===== src/rtl/nvm_seq_pkg.sv =====
package nvm_seq_pkg;
    typedef enum logic [1:0] {
        S_IDLE,
        S_LATCH,
        S_HELD,
        S_PROG
    } seq_state_e;

    localparam int B_ARM  = 0;
    localparam int B_CAP  = 1;
    localparam int B_ERS0 = 2;
    localparam int B_ERS1 = 3;
    localparam int B_AUTO = 4;
    localparam int B_FAIL = 7;
endpackage


===== src/rtl/nvm_addr_decode.sv =====
module nvm_addr_decode #(
    parameter int ADDR_W    = 8,
    parameter int ARR_BASE  = 0,
    parameter int ARR_BYTES = 64,
    parameter int NBLK      = 4,
    parameter int CFG_ADDR  = 'h60
) (
    input  logic [ADDR_W-1:0] addr,
    input  logic [NBLK-1:0]   prot,
    output logic              in_rng,
    output logic              ok
);
    localparam int BLK_BYTES = ARR_BYTES / NBLK;

    logic            in_arr;
    logic            cfg_hit;
    logic [NBLK-1:0] blk_hit;
    int              off;

    always_comb begin
        off     = int'(addr) - ARR_BASE;
        in_arr  = (int'(addr) >= ARR_BASE) && (int'(addr) < ARR_BASE + ARR_BYTES);
        cfg_hit = (addr == ADDR_W'(CFG_ADDR));
    end

    for (genvar g = 0; g < NBLK; g++) begin : g_blk
        assign blk_hit[g] = in_arr && (off >= g * BLK_BYTES) && (off < (g + 1) * BLK_BYTES);
    end

    assign in_rng = in_arr | cfg_hit;
    assign ok     = cfg_hit | (|(blk_hit & ~prot));
endmodule


===== src/rtl/nvm_prog_timer.sv =====
module nvm_prog_timer #(
    parameter int CW = 8
) (
    input  logic          clk,
    input  logic          rst_n,
    input  logic          run,
    output logic [CW-1:0] cnt
);
    always_ff @(posedge clk or negedge rst_n) begin
        if (!rst_n)
            cnt <= '0;
        else if (!run)
            cnt <= '0;
        else if (cnt != {CW{1'b1}})
            cnt <= cnt + 1'b1;
    end
endmodule


===== src/rtl/nvm_byte_prog_seq.sv =====
module nvm_byte_prog_seq
    import nvm_seq_pkg::*;
#(
    parameter int ADDR_W    = 8,
    parameter int DATA_W    = 8,
    parameter int ARR_BASE  = 0,
    parameter int ARR_BYTES = 64,
    parameter int NBLK      = 4,
    parameter int CFG_ADDR  = 'h60,
    parameter int CTL_ADDR  = 'h70,
    parameter int T_PGM     = 64,
    parameter int T_AUTO    = 48
) (
    input  logic              clk,
    input  logic              rst_n,
    input  logic [ADDR_W-1:0] cpu_addr,
    input  logic              cpu_wr,
    input  logic              cpu_rd,
    input  logic [DATA_W-1:0] cpu_wdata,
    output logic [DATA_W-1:0] cpu_rdata,
    input  logic [NBLK-1:0]   blk_prot,
    output logic [ADDR_W-1:0] arr_addr,
    input  logic [DATA_W-1:0] arr_rdata,
    output logic [DATA_W-1:0] arr_wdata,
    output logic              arr_we,
    output logic              hv_en,
    output logic              prog_fail
);
    localparam int              CW        = $clog2(T_PGM + 1) + 1;
    localparam logic [CW-1:0]   AUTO_LAST = CW'(T_AUTO - 1);
    localparam logic [CW-1:0]   PGM_LAST  = CW'(T_PGM - 1);

    seq_state_e          state_q, state_d;
    logic                auto_q;
    logic [1:0]          ers_q;
    logic                fail_q;
    logic                abort_q;
    logic [ADDR_W-1:0]   lat_addr_q;
    logic [DATA_W-1:0]   lat_data_q;
    logic [CW-1:0]       cnt;

    logic cur_in, cur_ok, lat_in, lat_ok;
    logic ctl_wr, ctl_rd, arr_wr_ok, arr_rd;
    logic arm_req, auto_done, sw_clr, fin, short_pulse, bad_now;
    logic cap_on, in_prog;
    logic [DATA_W-1:0] ctl_byte;

    nvm_addr_decode #(
        .ADDR_W(ADDR_W), .ARR_BASE(ARR_BASE), .ARR_BYTES(ARR_BYTES),
        .NBLK(NBLK), .CFG_ADDR(CFG_ADDR)
    ) u_dec_cpu (
        .addr(cpu_addr), .prot(blk_prot), .in_rng(cur_in), .ok(cur_ok)
    );

    nvm_addr_decode #(
        .ADDR_W(ADDR_W), .ARR_BASE(ARR_BASE), .ARR_BYTES(ARR_BYTES),
        .NBLK(NBLK), .CFG_ADDR(CFG_ADDR)
    ) u_dec_lat (
        .addr(lat_addr_q), .prot(blk_prot), .in_rng(lat_in), .ok(lat_ok)
    );

    nvm_prog_timer #(.CW(CW)) u_tmr (
        .clk(clk), .rst_n(rst_n), .run(in_prog), .cnt(cnt)
    );

    // request decode
    always_comb begin
        cap_on      = (state_q != S_IDLE);
        in_prog     = (state_q == S_PROG);
        ctl_wr      = cpu_wr && (cpu_addr == ADDR_W'(CTL_ADDR));
        ctl_rd      = cpu_rd && (cpu_addr == ADDR_W'(CTL_ADDR));
        arr_wr_ok   = cpu_wr && cur_ok;
        arr_rd      = cpu_rd && cur_in;
        arm_req     = ctl_wr && cpu_wdata[B_ARM] && (cpu_wdata[B_ERS1:B_ERS0] == 2'b00)
                      && lat_ok && lat_in;
        auto_done   = in_prog && auto_q && (cnt == AUTO_LAST);
        sw_clr      = in_prog && ctl_wr && !cpu_wdata[B_ARM];
        fin         = auto_done || sw_clr;
        short_pulse = sw_clr && !auto_done && (cnt < (auto_q ? AUTO_LAST : PGM_LAST));
        bad_now     = abort_q || arr_rd || short_pulse;
    end

    // next state
    always_comb begin
        state_d = state_q;
        unique case (state_q)
            S_IDLE:  if (ctl_wr && cpu_wdata[B_CAP]) state_d = S_LATCH;
            S_LATCH: if (arr_wr_ok) state_d = S_HELD;
            S_HELD: begin
                if (arm_req)
                    state_d = S_PROG;
                else if (ctl_wr && !cpu_wdata[B_CAP])
                    state_d = S_IDLE;
            end
            S_PROG:  if (fin) state_d = S_HELD;
        endcase
    end

    // state register
    always_ff @(posedge clk or negedge rst_n) begin
        if (!rst_n) state_q <= S_IDLE;
        else        state_q <= state_d;
    end

    // control fields, latch and failure tracking
    always_ff @(posedge clk or negedge rst_n) begin
        if (!rst_n) begin
            auto_q     <= 1'b0;
            ers_q      <= 2'b00;
            fail_q     <= 1'b0;
            abort_q    <= 1'b0;
            lat_addr_q <= '0;
            lat_data_q <= '1;
        end else begin
            if (ctl_wr && (state_q == S_IDLE || state_q == S_HELD)) begin
                auto_q <= cpu_wdata[B_AUTO];
                ers_q  <= cpu_wdata[B_ERS1:B_ERS0];
            end
            if (state_q == S_LATCH || state_q == S_HELD) begin
                if (arr_wr_ok) begin
                    lat_addr_q <= cpu_addr;
                    lat_data_q <= cpu_wdata;
                end else if (arr_rd) begin
                    lat_addr_q <= cpu_addr;
                end
            end
            if (!in_prog)
                abort_q <= 1'b0;
            else if (arr_rd)
                abort_q <= 1'b1;
            if (fin && bad_now)
                fail_q <= 1'b1;
        end
    end

    // outputs
    always_comb begin
        ctl_byte                    = '0;
        ctl_byte[B_ARM]             = in_prog;
        ctl_byte[B_CAP]             = cap_on;
        ctl_byte[B_ERS1:B_ERS0]     = ers_q;
        ctl_byte[B_AUTO]            = auto_q;
        ctl_byte[B_FAIL]            = fail_q;

        hv_en     = in_prog;
        prog_fail = fail_q;
        arr_we    = fin && !bad_now;
        arr_addr  = cap_on ? lat_addr_q : cpu_addr;
        arr_wdata = arr_rdata & lat_data_q;
        if (ctl_rd)
            cpu_rdata = ctl_byte;
        else if (cur_in)
            cpu_rdata = cap_on ? lat_data_q : arr_rdata;
        else
            cpu_rdata = '0;
    end
endmodule


===== config.mk =====
export PLATFORM = sky130hd
export DESIGN_NAME = nvm_byte_prog_seq
export DESIGN_NICKNAME = d
export VERILOG_FILES = /design/src/rtl/nvm_seq_pkg.sv /design/src/rtl/nvm_addr_decode.sv /design/src/rtl/nvm_prog_timer.sv /design/src/rtl/nvm_byte_prog_seq.sv
export SDC_FILE = /design/constraint.sdc
export NUM_CORES = 1
export LEC_CHECK = 0
export BUFFER_PORTS_ARGS = -buffer_cell sky130_fd_sc_hd__buf_2
export CAP_MARGIN = 20
export CELL_PAD_IN_SITES_DETAIL_PLACEMENT = 2
export CELL_PAD_IN_SITES_GLOBAL_PLACEMENT = 2
export CORE_UTILIZATION = 28
export CTS_BUF_LIST = sky130_fd_sc_hd__clkbuf_16
export DETAILED_ROUTE_END_ITERATION = 10
export PLACE_DENSITY = 0.77
export SLEW_MARGIN = 10
export SYNTH_ARGS = -nofsm -noshare
export SYNTH_HDL_FRONTEND = slang
export SYNTH_SLANG_ARGS = --single-unit

===== constraint.sdc =====
create_clock -name clk -period 2.17 [get_ports clk]
set_input_delay 0.1085 -clock clk [delete_from_list [all_inputs] [get_ports clk]]
set_output_delay 0.1085 -clock clk [all_outputs]
set_load 0.02 [all_outputs]

==> reports/results.md <==
| Group | Item | Reported |
| --- | --- | --- |
| run status | Outcome | finished with violations |
| run status | Violations in the final reports | design-rule violations |
| critical path | Sort of element at the start of the critical path | flop |
| routing | Via count normalized by instance count | 5.13 |
| critical path | Arrival time of data at the critical path endpoint | 2010 ps |
| final layout | Filler cell count in the final layout | 723 |
| die | Die Span X | 84.8 um |
| logic synthesis | Number of warnings reported in the yosys synthesis log | 0 |
| critical path | Kind of critical path | reg -> out |
| sta | Measured slew at the worst slew-check pin | 711 ps |
| logic synthesis | Sequential area share after synthesis | 0.409 |
| place | HPWL after detailed placement | 4300 um |
| place | Final weighted congestion in routability-driven placement | 0.735 |
| grt | Via count of the first global-routing pass | 1896 |
| cts | CTS H-Tree Depth | 2 |
| sta | Highest achievable clock rate | 473 MHz |
| logic synthesis | Mapped Nets | 217 |
| critical path | Critical-path maximum fanout | 6 |
| die | Full die area | 7190 um^2 |
| logic synthesis | Share of flip-flops with an asynchronous set or reset | 1.00 |
| sta | Final Max Slew Viols | 0 |
| die | Number of standard-cell rows in the floorplan | 29 |
| sta | Worst Clk Skew | 6.65 ps |
| grt | Largest net degree at the start of global routing | 32 |
| sta | Headroom to the max-slew limit | 0.526 |
| pwr | Lkg Pwr | 0.00123 uW |
| pwr | Worst ir drop on vdd | 489 uV |
| sta | RSZ-0062 raised after global routing | yes |
| routing | Router iterations before antenna repair | 7 |
| cts | Clock root buffer master | sky130_fd_sc_hd__clkbuf_16 |
| sta | Post-Route Setup TNS | 0 ps |
| routing | DRC violations left | 6 |
| logic synthesis | Most used flip-flop cell after synthesis | sky130_fd_sc_hd__dfrtp_1 |
| cts | Inserted Clock Buffers | 5 |
| logic synthesis | Number of distinct standard cells referenced by the synthesized netlist | 49 |
| run | Number of max-cap violations | 0 |
| die | DIE HEIGHT | 84.8 um |
| cts | Clock latency reported for the late side of the worst-skew pair | 280 ps |
| logic synthesis | Summed instance area of the synthesized netlist | 1920 um^2 |
| critical path | CP required | 2060 ps |
| die | Core Box Area | 6490 um^2 |
| grt | Global-route wire length before repair | 9450 um |
| grt | Leftover overflow at the end of global routing | 0 |
| logic synthesis | Register bit total from synthesis | 31 |
| logic synthesis | Count of flip-flops with a built-in enable after synthesis | 0 |
| cts | TritonCTS sink count | 31 |
| critical path | Worst setup EP type | output port |
| place | Count of buffers inserted at the top-level ports | 58 |
| cts | Clk pin slew, worst setup/hold paths | 50 ps |
| routing | Number of design-rule violations left by the first detailed-router iteration | 58 |
| grt | GRT Overall Usage | 0.172 |
| routing | Count of vias placed by the detailed router | 1692 |
| die | Initial Utilization | 0.296 |
| sta | Final worst-path cycle share | 0.975 |
| routing | Routed Wire Length | 5760 um |
| final layout | Number of nets in the finished design | 291 |
| cts | Max Root-Sink Buffers | 2 |
| grt | Antenna violations before repair | 0 |
| final layout | Final core utilization | 0.391 |
| pwr | Cell area power density | 1170 nW/um^2 |
| logic synthesis | Gate count after technology mapping | 178 |
| final layout | Fraction of final layout cells sized beyond drive strength 1 | 0.482 |
| sta | Final worst path period need | 2120 ps |
| logic synthesis | Mean Syn Cell Area | 10.8 um^2 |
| routing | Wire length per cell | 17.4 um |
| routing | Count of nets left with antenna violations after detail routing | 0 |
| cts | CTS tree | done |
| die | Number of top-level design ports | 59 |
| final layout | Final antenna diode count | 0 |
| sta | Final count of negative-setup-slack endpoints | 0 |
| final layout | Syn-to-layout area delta | 32.4% |
| sta | Fin. Hold Viols | 0 |
| hold path | Classification of the worst-slack hold path | in -> reg |
flip-flops by register name (all words and copies together), names as in the netlist:
register and flops:
state_q 2, prog_fail 1, abort_q 1, lat_addr_q 8, u_tmr.cnt 8, lat_data_q 8
ers_q 2, auto_q 1
worst paths after layout:
kind / from / endpoint / slack (ps) / depth (start not counted)
setup / recovery: u_tmr.cnt[0] / arr_we / 50 / 8
hold / removal: cpu_wdata[5] / lat_data_q[5] / 70 / 2
setup reg to reg: lat_addr_q[4] / state_q[1] / 80 / 6
hold reg to reg: abort_q / abort_q / 510 / 2
max in group asynchronous: rst_n / lat_addr_q[5] / 1290 / 2
min in group asynchronous: rst_n / u_tmr.cnt[3] / 420 / 2
per-layer routing:
layer | GRT usage | part of all wire | vias up
li1 | - | - | 798
met1 | 0.211 | 0.45 | 837
met2 | 0.304 | 0.49 | 49
met3 | 0.0331 | 0.044 | 8
met4 | 0.0555 | 0.013 | 0
met5 | 0 | 0 | -
critical path, cell delays in order, from the launching register on:
cell and delay [ps]:
sky130_fd_sc_hd__dfrtp_1 390, sky130_fd_sc_hd__ha_2 200, sky130_fd_sc_hd__and3_1 190, sky130_fd_sc_hd__buf_4 160, sky130_fd_sc_hd__a21o_1 170, sky130_fd_sc_hd__a211o_1 300, sky130_fd_sc_hd__nand3_1 80, sky130_fd_sc_hd__a21boi_1 70
sky130_fd_sc_hd__buf_2 160
logic make-up (layout without fill, tap and decap cells):
group	Yosys count	in the layout	synth area share
flops	31	31	0.409
xor+xnor	2	2	0.00912
mux	38	38	0.231
simple gates	57	57	0.175
fa+ha+maj	7	7	0.0456
compound gates	32	32	0.109
buf+inv	11	86	0.0221
cell type report:
cell class / count / area [um^2] / share of cell area
multi-input cells: 136 / 1100 / 0.434
clock buffers: 5 / 125 / 0.0492
clock inverters: 3 / 11.3 / 0.00443
inverters: 6 / 22.5 / 0.00886
well taps: 77 / 96.3 / 0.0379
repair buffers: 72 / 398 / 0.156
flip-flops and latches: 31 / 786 / 0.309
cell usage after synthesis, types with 2 or more instances:
| library cell | count | area [um^2] |
|---|---|---|
| sky130_fd_sc_hd__nand3_1 | 5 | 25.0 |
| sky130_fd_sc_hd__and3_1 | 2 | 12.5 |
| sky130_fd_sc_hd__nand4_1 | 2 | 12.5 |
| sky130_fd_sc_hd__and2_1 | 9 | 56.3 |
| sky130_fd_sc_hd__nor2b_1 | 3 | 18.8 |
| sky130_fd_sc_hd__a211oi_1 | 2 | 15.0 |
| sky130_fd_sc_hd__nor2_1 | 10 | 37.5 |
| sky130_fd_sc_hd__dfstp_2 | 8 | 210 |
| sky130_fd_sc_hd__a21oi_1 | 4 | 20.0 |
| sky130_fd_sc_hd__mux4_2 | 2 | 45.0 |
| sky130_fd_sc_hd__mux2_2 | 25 | 282 |
| sky130_fd_sc_hd__ha_1 | 7 | 87.6 |
| sky130_fd_sc_hd__a31oi_1 | 4 | 25.0 |
| sky130_fd_sc_hd__nor4_1 | 2 | 12.5 |
| sky130_fd_sc_hd__dfrtp_1 | 23 | 576 |
| sky130_fd_sc_hd__and3b_2 | 2 | 20.0 |
| sky130_fd_sc_hd__and4_1 | 2 | 17.5 |
| sky130_fd_sc_hd__inv_1 | 6 | 22.5 |
| sky130_fd_sc_hd__o21ai_0 | 10 | 50.1 |
| sky130_fd_sc_hd__clkbuf_1 | 3 | 11.3 |
| sky130_fd_sc_hd__nand2_1 | 9 | 33.8 |
| sky130_fd_sc_hd__nor3_1 | 3 | 15.0 |
| sky130_fd_sc_hd__mux2i_1 | 9 | 90.1 |
repair_timing:
item                                    in CTS  in global routing
hold buffers                                 1                  0
resized for setup                            1                  2
endpoints found under the setup margin       2                  2
hold endpoints to repair                    23                  0
buffers inserted                             3                  1
pin swaps                                    0                  1
stage by stage:
stage               worst slack (ps)  power (uW)  area, um^2  cells  hold slack, ps
floorplan                       81.0        1850        1920    178            -187
global placement                58.7        2240        2350    317             210
detailed placement             -24.2        2290        2350    317             206
CTS                             10.1        3000        2530    329            65.7
global route                   -28.9        3150        2540    330            70.5
finish                          54.0        2970        2540    330            71.1
placed cells by master (no fill, tap or decap), drive strengths merged, types with 2 or more instances in the layout:
| master | Yosys | final |
|---|---|---|
| dfstp | 8 | 8 |
| dfrtp | 23 | 23 |
| ha | 7 | 7 |
| a211oi | 2 | 2 |
| and3 | 2 | 2 |
| o21ai | 12 | 12 |
| nor2b | 3 | 3 |
| a21oi | 5 | 5 |
| and3b | 2 | 2 |
| clkinv | 0 | 2 |
| and2 | 9 | 9 |
| inv | 6 | 7 |
| nand3 | 5 | 5 |
| a21boi | 2 | 2 |
| mux2 | 27 | 27 |
| mux2i | 9 | 9 |
| or2 | 2 | 2 |
| clkbuf | 3 | 5 |
| nor2 | 10 | 10 |
| nand4 | 2 | 2 |
| a31oi | 4 | 4 |
| nor4 | 3 | 3 |
| nor3 | 3 | 3 |
| buf | 2 | 71 |
| nand2 | 9 | 9 |
| mux4 | 2 | 2 |
| and4 | 3 | 3 |
where the power goes:
group | internal, uW | total, uW | switching, uW
sequential | 806 | 945 | 139
combinational | 663 | 1360 | 701
clock | 412 | 658 | 246
(Power assumes the default switching activity.)
